--- config.mk ---
export PLATFORM = sky130hd
export DESIGN_NAME = hotswap_seq
export DESIGN_NICKNAME = d
export VERILOG_FILES = /design/src/rtl/hs_pkg.sv /design/src/rtl/hs_sync_filt.sv /design/src/rtl/hs_timer.sv /design/src/rtl/hs_rst_stretch.sv /design/src/rtl/hotswap_seq.sv
export SDC_FILE = /design/constraint.sdc
export NUM_CORES = 1
export LEC_CHECK = 0
export BUFFER_PORTS_ARGS = -buffer_cell sky130_fd_sc_hd__buf_2
export CAP_MARGIN = 5
export CORE_MARGIN = 8
export CORE_UTILIZATION = 62
export CTS_CLUSTER_SIZE = 14
export DETAILED_ROUTE_END_ITERATION = 10
export PLACE_DENSITY = 0.82
export SLEW_MARGIN = 10
export SYNTH_ARGS = -nofsm -noshare
export SYNTH_HDL_FRONTEND = slang
export SYNTH_SLANG_ARGS = --single-unit
--- constraint.sdc ---
create_clock -name clk -period 4.2 [get_ports clk]
set_input_delay 0.21 -clock clk [delete_from_list [all_inputs] [get_ports clk]]
set_output_delay 0.21 -clock clk [all_outputs]
set_load 0.01 [all_outputs]
--- src/rtl/hs_pkg.sv ---
package hs_pkg;
  typedef enum logic [2:0] {
    ST_IDLE = 3'd0,
    ST_ARM  = 3'd1,
    ST_RAMP = 3'd2,
    ST_HOLD = 3'd3,
    ST_RUN  = 3'd4
  } seq_state_t;
endpackage

--- src/rtl/hs_sync_filt.sv ---
module hs_sync_filt #(
  parameter int FILT_N = 3
) (
  input  logic clk,
  input  logic rst_n,
  input  logic d,
  output logic q
);
  localparam int CW = (FILT_N < 2) ? 1 : $clog2(FILT_N + 1);

  logic          s1_q, s2_q, q_q, q_d;
  logic [CW-1:0] cnt_q, cnt_d;

  always_comb begin
    q_d   = q_q;
    cnt_d = '0;
    if (s2_q != q_q) begin
      if (cnt_q == CW'(FILT_N - 1)) begin
        q_d = s2_q;
      end else begin
        cnt_d = cnt_q + CW'(1);
      end
    end
  end

  always_ff @(posedge clk or negedge rst_n) begin
    if (!rst_n) begin
      s1_q  <= 1'b0;
      s2_q  <= 1'b0;
      q_q   <= 1'b0;
      cnt_q <= '0;
    end else begin
      s1_q  <= d;
      s2_q  <= s1_q;
      q_q   <= q_d;
      cnt_q <= cnt_d;
    end
  end

  assign q = q_q;


  filt_follow_chk: assert property (@(posedge clk) disable iff (!rst_n)
    !$stable(q_q) |-> ($past(s2_q) == q_q));
endmodule

--- src/rtl/hs_timer.sv ---
module hs_timer #(
  parameter int W = 4
) (
  input  logic         clk,
  input  logic         rst_n,
  input  logic         clr,
  input  logic         en,
  input  logic [W-1:0] limit,
  output logic [W-1:0] cnt,
  output logic         hit
);
  logic [W-1:0] cnt_q, cnt_d;

  always_comb begin
    cnt_d = cnt_q;
    if (clr)                          cnt_d = '0;
    else if (en && (cnt_q != limit))  cnt_d = cnt_q + W'(1);
  end

  always_ff @(posedge clk or negedge rst_n) begin
    if (!rst_n) cnt_q <= '0;
    else        cnt_q <= cnt_d;
  end

  assign cnt = cnt_q;
  assign hit = en && (cnt_q == limit);
endmodule

--- src/rtl/hs_rst_stretch.sv ---
module hs_rst_stretch #(
  parameter int T_PURST = 8
) (
  input  logic clk,
  input  logic rst_n,
  input  logic req,
  output logic active
);
  localparam int SW = $clog2(T_PURST + 1);

  logic          req_d_q;
  logic [SW-1:0] hcnt_q, hcnt_d;

  always_comb begin
    hcnt_d = hcnt_q;
    if (req && !req_d_q)       hcnt_d = SW'(T_PURST - 1);
    else if (hcnt_q != '0)     hcnt_d = hcnt_q - SW'(1);
  end

  always_ff @(posedge clk or negedge rst_n) begin
    if (!rst_n) begin
      req_d_q <= 1'b0;
      hcnt_q  <= '0;
    end else begin
      req_d_q <= req;
      hcnt_q  <= hcnt_d;
    end
  end

  assign active = req || (hcnt_q != '0);


  stretch_min_chk: assert property (@(posedge clk) disable iff (!rst_n)
    $fell(active) |-> ($past(hcnt_q) <= SW'(1)) && !$past(req && !req_d_q));
endmodule

--- src/rtl/hotswap_seq.sv ---
module hotswap_seq #(
  parameter int T_HSE   = 5,
  parameter int T_PURST = 8,
  parameter int FILT_N  = 3
) (
  input  logic clk,
  input  logic rst_n,
  input  logic seated_a,
  input  logic seated_b,
  input  logic host5_ok,
  input  logic host3_ok,
  input  logic card5_ok,
  input  logic card3_ok,
  input  logic host_rst_req,
  output logic gate5_en,
  output logic gate3_en,
  output logic drv_en,
  output logic card_pwr_ok,
  output logic sig_ok,
  output logic card_rst,
  output logic card_rst_n
);
  import hs_pkg::*;

  localparam int NIN  = 6;
  localparam int TMAX = (T_HSE > T_PURST) ? T_HSE : T_PURST;
  localparam int TW   = $clog2(TMAX + 1);

  logic [NIN-1:0] raw_in, flt;
  logic           req_s;

  assign raw_in = {card3_ok, card5_ok, host3_ok, host5_ok, seated_b, seated_a};

  genvar gi;
  generate
    for (gi = 0; gi < NIN; gi++) begin : g_filt
      hs_sync_filt #(.FILT_N(FILT_N)) u_filt (
        .clk(clk), .rst_n(rst_n), .d(raw_in[gi]), .q(flt[gi]));
    end
  endgenerate

  hs_sync_filt #(.FILT_N(1)) u_req_sync (
    .clk(clk), .rst_n(rst_n), .d(host_rst_req), .q(req_s));

  logic ready, card_ok;
  assign ready   = &flt[3:0];
  assign card_ok = &flt[5:4];

  seq_state_t state_q, state_d;
  logic [TW-1:0] tmr_cnt, tmr_lim;
  logic          tmr_hit, tmr_en, tmr_clr;

  assign tmr_en  = (state_q == ST_ARM) || (state_q == ST_HOLD);
  assign tmr_lim = (state_q == ST_ARM) ? TW'(T_HSE - 1) : TW'(T_PURST - 1);
  assign tmr_clr = (state_d != state_q);

  hs_timer #(.W(TW)) u_tmr (
    .clk(clk), .rst_n(rst_n), .clr(tmr_clr), .en(tmr_en),
    .limit(tmr_lim), .cnt(tmr_cnt), .hit(tmr_hit));

  always_comb begin
    state_d = state_q;
    case (state_q)
      ST_IDLE: if (ready) state_d = ST_ARM;
      ST_ARM: begin
        if (!ready)       state_d = ST_IDLE;
        else if (tmr_hit) state_d = ST_RAMP;
      end
      ST_RAMP: begin
        if (!ready)       state_d = ST_IDLE;
        else if (card_ok) state_d = ST_HOLD;
      end
      ST_HOLD: begin
        if (!ready || !card_ok) state_d = ST_IDLE;
        else if (tmr_hit)       state_d = ST_RUN;
      end
      ST_RUN: if (!ready || !card_ok) state_d = ST_IDLE;
      default: state_d = ST_IDLE;
    endcase
  end

  always_ff @(posedge clk or negedge rst_n) begin
    if (!rst_n) state_q <= ST_IDLE;
    else        state_q <= state_d;
  end

  logic hr_active, powered, running;

  hs_rst_stretch #(.T_PURST(T_PURST)) u_hrst (
    .clk(clk), .rst_n(rst_n), .req(req_s), .active(hr_active));

  assign powered     = (state_q == ST_RAMP) || (state_q == ST_HOLD) || (state_q == ST_RUN);
  assign running     = (state_q == ST_RUN);
  assign gate5_en    = powered;
  assign gate3_en    = powered;
  assign drv_en      = powered;
  assign card_pwr_ok = running;
  assign sig_ok      = running;
  assign card_rst    = !running || hr_active;
  assign card_rst_n  = !card_rst;


  gate_ready_chk: assert property (@(posedge clk) disable iff (!rst_n)
    gate5_en |-> $past(ready));


  hse_delay_chk: assert property (@(posedge clk) disable iff (!rst_n)
    $rose(gate5_en) |-> ($past(tmr_cnt) == TW'(T_HSE - 1)));


  purst_delay_chk: assert property (@(posedge clk) disable iff (!rst_n)
    $rose(card_pwr_ok) |-> ($past(tmr_cnt) == TW'(T_PURST - 1)) && $past(card_ok));


  fault_off_chk: assert property (@(posedge clk) disable iff (!rst_n)
    (powered && !ready) |=> (!gate5_en && card_rst));
endmodule

-- Word-level counts from Yosys, hierarchy flattened
Index checks and enable logic that the tools add are counted.
- register bits after elaboration: 46
- logic and storage cells: 117
- output and inout port bits: 7
- reduce and logical (&&, ||, !) cells: 27
- muxes and demuxes: 28
- $add $sub $neg: 9
- equal/unequal tests: 20
- bitwise logic cells: 1
- operators with widths (operator ; number):
    2-to-1 mux 2 bit ; 13
    2-to-1 mux 3 bit ; 8
    2-to-1 mux 4 bit ; 4
    AND reduction 2 bit ; 8
    case mux 3 bit (5 select lines) ; 1
    adder 2 x 1 -> 2 bit, second input constant ; 6
    == test 2 bit, second input constant ; 6
    != test 1 bit ; 7
    == test 3 x 2 -> 1 bit, second input constant ; 2
    logical OR 1 bit ; 6
    logical NOT 1 bit ; 5
    adder 4 x 1 -> 4 bit, second input constant ; 1
    == test 4 x 3 -> 1 bit ; 1
    != test 4 x 3 -> 1 bit ; 1
    AND reduction 4 bit ; 1
    nonzero test 2 bit ; 2
    nonzero test 4 bit ; 1
    subtractor 4 x 1 -> 4 bit, second input constant ; 1
    == test 3 x 1 -> 1 bit, second input constant ; 1
    == test 3 bit, second input constant ; 1
    logical AND 1 bit ; 3
    logical NOT 3 bit ; 1
    != test 3 bit ; 1
    2-to-1 mux 1 bit ; 2
    other kinds (2) ; 2

-- Longest topological paths before layout
Gate-level depths: netlist of run 1.
- word-level depth: 9
- mapped depth: 6
- mapped depth without buffers: 6

-- Cells and area by module
Synthesis of run 1 repeated with hierarchy kept, for this count alone.
- cell total of the unflattened synthesis: 144
- area total of the unflattened synthesis: 1921.8 µm²
- by module, submodules not included (module ; instances ; cells each ; area an instance (µm²) ; seq. area each (µm²)):
    hs_sync_filt at g_filt[0].u_filt ... ; 6 ; 10 ; 175.2 ; 125.1
    hs_timer ; 1 ; 24 ; 270.3 ; 100.1
    hs_rst_stretch ; 1 ; 25 ; 261.5 ; 125.1
    hotswap_seq ; 1 ; 31 ; 260.2 ; 75.1
    hs_sync_filt at u_req_sync ; 1 ; 4 ; 78.8 ; 75.1

-- Worst setup path after synthesis of run 1
OpenSTA, ideal clock, no wires.
- path kind: register -> output
- start point: register u_hrst.hcnt_q[0]
- end point: output card_rst_n
- data required time: 3.990 ns
- data arrival time: 1.512 ns
- cell stages (with the launch flop): 6
- setup slack: 2.478 ns
- cell sequence: dfrtp_1 -> inv_1 -> ha_1 -> or3b_1 -> or3_1 -> inv_1
- word-level cells in the longest chain between the ends: 4
- RTL lines (what ; line ; text):
    start: declaration ; hs_rst_stretch.sv:12 ; logic [SW-1:0] hcnt_q, hcnt_d;
    start signal: assignment ; hs_rst_stretch.sv:26 ; hcnt_q <= hcnt_d;
    nonzero test 4 bit ; hs_rst_stretch.sv:30 ; assign active = req || (hcnt_q != '0);
    logical OR 1 bit ; hs_rst_stretch.sv:30 ;
    logical OR 1 bit ; hotswap_seq.sv:99 ; assign card_rst = !running || hr_active;
    net card_rst ; hotswap_seq.sv:20 ; output logic card_rst,
    logical NOT 1 bit ; hotswap_seq.sv:100 ; assign card_rst_n = !card_rst;
    end: declaration ; hotswap_seq.sv:21 ; output logic card_rst_n
The timed path passes the listed nets, and every way through them passes these cells.

-- Worst setup path in the final report of run 1
- start point: register u_hrst.hcnt_q[0]
- end point: output card_rst_n
- word-level cells in the longest chain between the ends: 4
- RTL lines (what ; line):
    nonzero test 4 bit ; hs_rst_stretch.sv:30
    logical OR 1 bit ; hs_rst_stretch.sv:30
    logical OR 1 bit ; hotswap_seq.sv:99
    logical NOT 1 bit ; hotswap_seq.sv:100
Every way passes these cells.

==> results of run 1 <==
==> Yosys cell counts, types with 2 or more instances <==
library cell | number | area, um^2
nor2b_1 | 6 | 37.54
dfrtp_1 | 45 | 1126
o21ai_0 | 4 | 20.02
or3_1 | 3 | 18.77
nor3b_1 | 7 | 52.55
nand3b_1 | 2 | 15.01
a21oi_1 | 7 | 35.03
buf_4 | 3 | 22.52
xnor2_1 | 7 | 61.31
nand3_1 | 5 | 25.02
o22ai_1 | 2 | 12.51
nand2_1 | 9 | 33.78
nor3_1 | 10 | 50.05
inv_1 | 9 | 33.78
mux2i_1 | 2 | 20.02
mux2_2 | 6 | 67.56
ha_1 | 3 | 37.54
nor2_1 | 6 | 22.52
buf_6 | 2 | 22.52
==> power breakdown <==
| group | switching, mW | internal [mW] | total, mW |
|---|---|---|---|
| Sequential | 0.113 | 0.544 | 0.658 |
| Combinational | 0.131 | 0.153 | 0.283 |
| Clock | 0.137 | 0.0663 | 0.203 |
==> worst paths after layout <==
kind	to	slack, ns
worst max register to register	u_tmr.cnt[1]	2.57
max in group asynchronous	g_filt[4].u_filt.cnt_q[1]	3.10
worst max-delay path	card_rst_n	1.99
worst min-delay path	u_req_sync.q	0.35
min in group asynchronous	g_filt[0].u_filt.cnt_q[0]	0.52
worst min register to register	u_req_sync.q	0.35
==> critical path: stages, from the launching register on <==
cell and delay [ns]:
dfrtp_1 0.42, inv_1 0.10, ha_1 0.19, or3b_1 0.41
or3_1 0.34, inv_1 0.06, buf_2 0.12
==> kinds of logic (layout without fill, tap and decap cells) <==
logic type      Yosys count  after routing  synth area share
compound gates           21             21           0.06995
xor+xnor                  7              7           0.03174
fa+ha+maj                 3              3           0.01943
buf+inv                  16             40           0.04986
flops                    45             45            0.5829
mux                       9              9           0.05246
simple gates             60             60            0.1937
==> registers in the layout (all words and copies together), names as in the netlist <==
signal / cells
u_req_sync.q: 1
u_hrst.req_d_q: 1
u_hrst.hcnt_q: 4
u_req_sync.s1_q: 1
u_tmr.cnt: 4
g_filt.u_filt.s2_q: 6
state_q: 3
g_filt.u_filt.s1_q: 6
u_req_sync.s2_q: 1
g_filt.u_filt.cnt_q: 12
g_filt.u_filt.q: 6
==> metrics by stage <==
stage	util	power (mW)	hold WS, ns
after floorplan	-	0.8766	-0.08559
after global placement	0.6613	0.9118	0.3181
after detailed placement	0.6613	0.9491	0.3194
after CTS	0.7075	1.160	0.3573
after global routing	0.7075	1.230	0.3725
final	0.7075	1.144	0.3542
==> final cells by class <==
class / count / share of cell area
clock inverters: 3 / 0.01001
flip-flops and latches: 45 / 0.5300
repair buffers: 23 / 0.07303
well taps: 33 / 0.01943
inverters: 9 / 0.01590
multi-input cells: 100 / 0.3339
clock buffers: 5 / 0.01767
==> per-layer routing <==
layer	wire, um	vias up
met2	1557	27
met1	1334	583
met3	165	12
li1	-	608
met4	101	0
met5	0	-
==> timing repair <==
action | 4_1_cts | 5_1_grt
setup buffers | 0 | 0
hold buffers | 8 | 0
endpoints found under the hold margin | 22 | 0
==> impl_metrics.ini, run 1 <==
[run_status]
status = finished, final reports clean

[setup_path]
crit_path_end_kind = output port
crit_fanout = 4
critPathKind = reg2out
worstRegToRegCells = 4
start_kind = flop
cp.arrival_ns = 2.00
required_ns = 3.99
r2r_start = state_q[0]
cp-startpoint = u_hrst.hcnt_q[0]

[clock_tree]
clock_sinks = 45
clk_latency_ns = 0.35
cts-htree-levels = 2
ctsResizeCount = 0
cts_buffer_depth = 2
cts-root-buf = clkbuf_4
cts_tree = built
cts_inserted_buffers = 5
cts.clk_slew.worst_paths_ns = 0.14

[timing]
totalNegativeSetupSlack_ns = 0
fmax_mhz = 453.2
clock_skew_ns = 0.01572
timing.final.crit_share = 0.5253
slew_headroom = 0.3818
period_minus_slack_ns = 2.206
slew_violations = 0
finalSetupViolCount = 0
worst_pin_slew_ns = 0.9274
hold_viol = 0
rsz0062_at_grt = false
layout_setup_ws_ns = 1.994

[hold_path]
hp-start = u_req_sync.s2_q
holdCritPathClass = reg2reg
hold_path_depth = 0

[grt]
grt_max_degree = 46
grt.total_usage = 0.1404
use_met1 = 0.1491
grtUsageMet3 = 0.05160
grtUsageMet2 = 0.2338
grt_antenna_before_repair = 0
grt_pass1_vias = 1282
grt_pass1_wl_um = 5609
top_usage_layer = met2
grt_overflow = 0

[placed_design]
port_buffers = 15
routabilityCongestion = 0.8637
place_area_um2 = 1986
post-place-cells = 202
place_ws_ns = 2.398
place_hpwl_um = 2330

[logic_synthesis]
synth_top_flop_cell = dfrtp_1
async_reset_ff_frac = 1.000
ys_warn_count = 0
syn_area_um2 = 1932
seq_area_frac_synth = 0.5829
synthCells = 161
ys_seq_elements = 45
synth_cell_types = 42
synth-edff-count = 0
syn_avg_cell_area_um2 = 12.00
synth_nets = 173

[layout]
num_antenna_cells = 0
final_cells = 218
final_common_cell = dfrtp_1
final_cell_area_um2 = 2125
seqCellArea_um2 = 1126
synthToLayoutAreaGrowth_pct = 9.974
final_cell_mix = 45 x dfrtp_1, 15 x buf_2, 10 x nor3_1, 9 x inv_1, 9 x nand2_1
multi_input_area_um2 = 709.4
fillCellCount = 222
drive_gt1_frac = 0.2162
nNetsFinal = 196

[power_and_ir_drop]
power_density_nw_per_um2 = 538.4
vdd_drop_max_uv = 375.2
static-leakage-power_nw = 0.9608

[floorplan]
floorplan.rows = 20
dieArea_um2 = 5158
die_h_um = 71.82
initial_core_util = 0.6433
die_w_um = 71.82
ios = 16
coreArea_um2 = 3003

[route]
drtPass1Iterations = 4
first_iter_violations = 54
vias = 1230
routed_wl_um = 3159
drc = 0
wire_per_inst_um = 14.49
drtAntennaViolNets = 0
vias_per_cell = 5.642

[run]
max_cap_viol_count = 0
Note: power is estimated with default switching activity, not from simulation.
==> run 2: changes to the inputs <==
CORE_UTILIZATION = 58   (was 62)
PLACE_DENSITY = 0.78   (was 0.82)
clock period = 2.3 ns   (was 4.2 ns; I/O delays follow)
==> impl_metrics.ini, run 2 (synthesized netlist as in run 1, its figures left out) <==
[run_status]
status = finished, final reports clean

[floorplan]
ios = 16
coreArea_um2 = 3258
floorplan.rows = 21
dieArea_um2 = 5433
die_h_um = 73.71
die_w_um = 73.71
initial_core_util = 0.5929

[grt]
grt_antenna_before_repair = 0
grt_pass1_wl_um = 5520
grt.total_usage = 0.1348
grt_overflow = 0
grt_pass1_vias = 1252
grt_max_degree = 46

[timing]
fmax_mhz = 470.3
slew_violations = 0
slew_headroom = 0.3840
timing.final.crit_share = 0.9244
rsz0062_at_grt = false
finalSetupViolCount = 0
totalNegativeSetupSlack_ns = 0
period_minus_slack_ns = 2.126
hold_viol = 0
clock_skew_ns = 0.01384
worst_pin_slew_ns = 0.9240

[route]
routed_wl_um = 3090
drc = 0
wire_per_inst_um = 13.43
vias = 1224
vias_per_cell = 5.322
first_iter_violations = 52
drtAntennaViolNets = 0
drtPass1Iterations = 4

[layout]
num_antenna_cells = 0
synthToLayoutAreaGrowth_pct = 11.53
nNetsFinal = 196
final_cell_mix = 45 x dfrtp_1, 15 x buf_2, 10 x nor3_1, 9 x inv_1, 9 x nand2_1
drive_gt1_frac = 0.2120
largest_reg_flops = 12
largest-register = g_filt.u_filt.cnt_q
fillCellCount = 277
final_common_cell = dfrtp_1

[clock_tree]
cts_inserted_buffers = 5
ctsResizeCount = 0
cts-htree-levels = 2
cts_tree = built
clock_sinks = 45
cts_buffer_depth = 2
postCtsSetupRepairBufs = 0
cts.clk_slew.worst_paths_ns = 0.13
clk_latency_ns = 0.35
cts_hold_buf = 8
cts-root-buf = clkbuf_4

[setup_path]
cp.arrival_ns = 2.01
r2r_start = u_tmr.cnt[0]
crit_fanout = 4
critPathKind = reg2out
required_ns = 2.18
cp-startpoint = u_hrst.hcnt_q[0]
crit_path_end_kind = output port
start_kind = flop

[hold_path]
hp-start = g_filt[2].u_filt.s1_q
holdCritPathClass = reg2reg

[placed_design]
routabilityCongestion = 0.7984
place_hpwl_um = 2284
port_buffers = 15

[run]
max_cap_viol_count = 0

[power_and_ir_drop]
power_mw = 2.164
static-leakage-power_nw = 0.9703
vdd_drop_max_uv = 588.3
power_density_nw_per_um2 = 1004
## run 2: cell types whose count changed in the layout (fill, tap and decap cells not counted), sizes merged
cell	previous run	this run
bufinv	0	1
inv	10	9
clkinvlp	1	0
## run 2: worst max-delay path: stages, from the launching register on
cell     delay (ns)
dfrtp_1        0.43
inv_1          0.10
ha_1           0.18
or3b_1         0.42
or3_1          0.35
inv_1          0.06
buf_2          0.12
## run 2: worst paths after layout
| kind | to | slack (ns) | depth (start not counted) |
|---|---|---|---|
| setup / recovery | card_rst_n | 0.17 | 6 |
| setup reg to reg | u_tmr.cnt[0] | 0.68 | 4 |
| min in group asynchronous | g_filt[0].u_filt.cnt_q[0] | 0.44 | 2 |
| hold / removal | g_filt[2].u_filt.s2_q | 0.36 | 0 |
| hold reg to reg | g_filt[2].u_filt.s2_q | 0.36 | 0 |
| max in group asynchronous | u_req_sync.s1_q | 1.28 | 2 |
## run 2: stage by stage
stage | hold WS (ns) | utilization | instance area (um^2) | setup WS [ns] | cells
finish | 0.3620 | 0.6613 | 2155 | 0.1738 | 230
global route | 0.3698 | 0.6613 | 2155 | 0.04141 | 230
CTS | 0.3650 | 0.6613 | 2155 | 0.1444 | 230
detailed placement | 0.2243 | 0.6144 | 2002 | 0.5713 | 215
global placement | 0.2223 | 0.6144 | 2002 | 0.6443 | 215
floorplan | -0.1806 | - | 1932 | 0.6726 | 161
## run 2: final cells by class
cell class                      count  area, um^2  area share
Tap cell                           46       57.56     0.02671
Clock buffer                        5       37.54     0.01742
Multi-Input combinational cell    100       709.4      0.3293
Sequential cell                    45        1126      0.5226
Clock inverter                      2       35.03     0.01626
Inverter                            9       33.78     0.01568
Timing Repair Buffer               23       155.1     0.07201
## run 2: report_power, final
part	leakage, nW	switching [mW]	internal (mW)	total (mW)
Clock	0.0410	0.232	0.221	0.453
Combinational	0.373	0.230	0.277	0.507
Sequential	0.556	0.209	0.995	1.20
## run 2: routing by layer
layer / share of wire / track usage
met1: 0.42 / 0.1523
met2: 0.51 / 0.2234
met3: 0.046 / 0.03820
met4: 0.022 / 0.07317
met5: 0 / 0
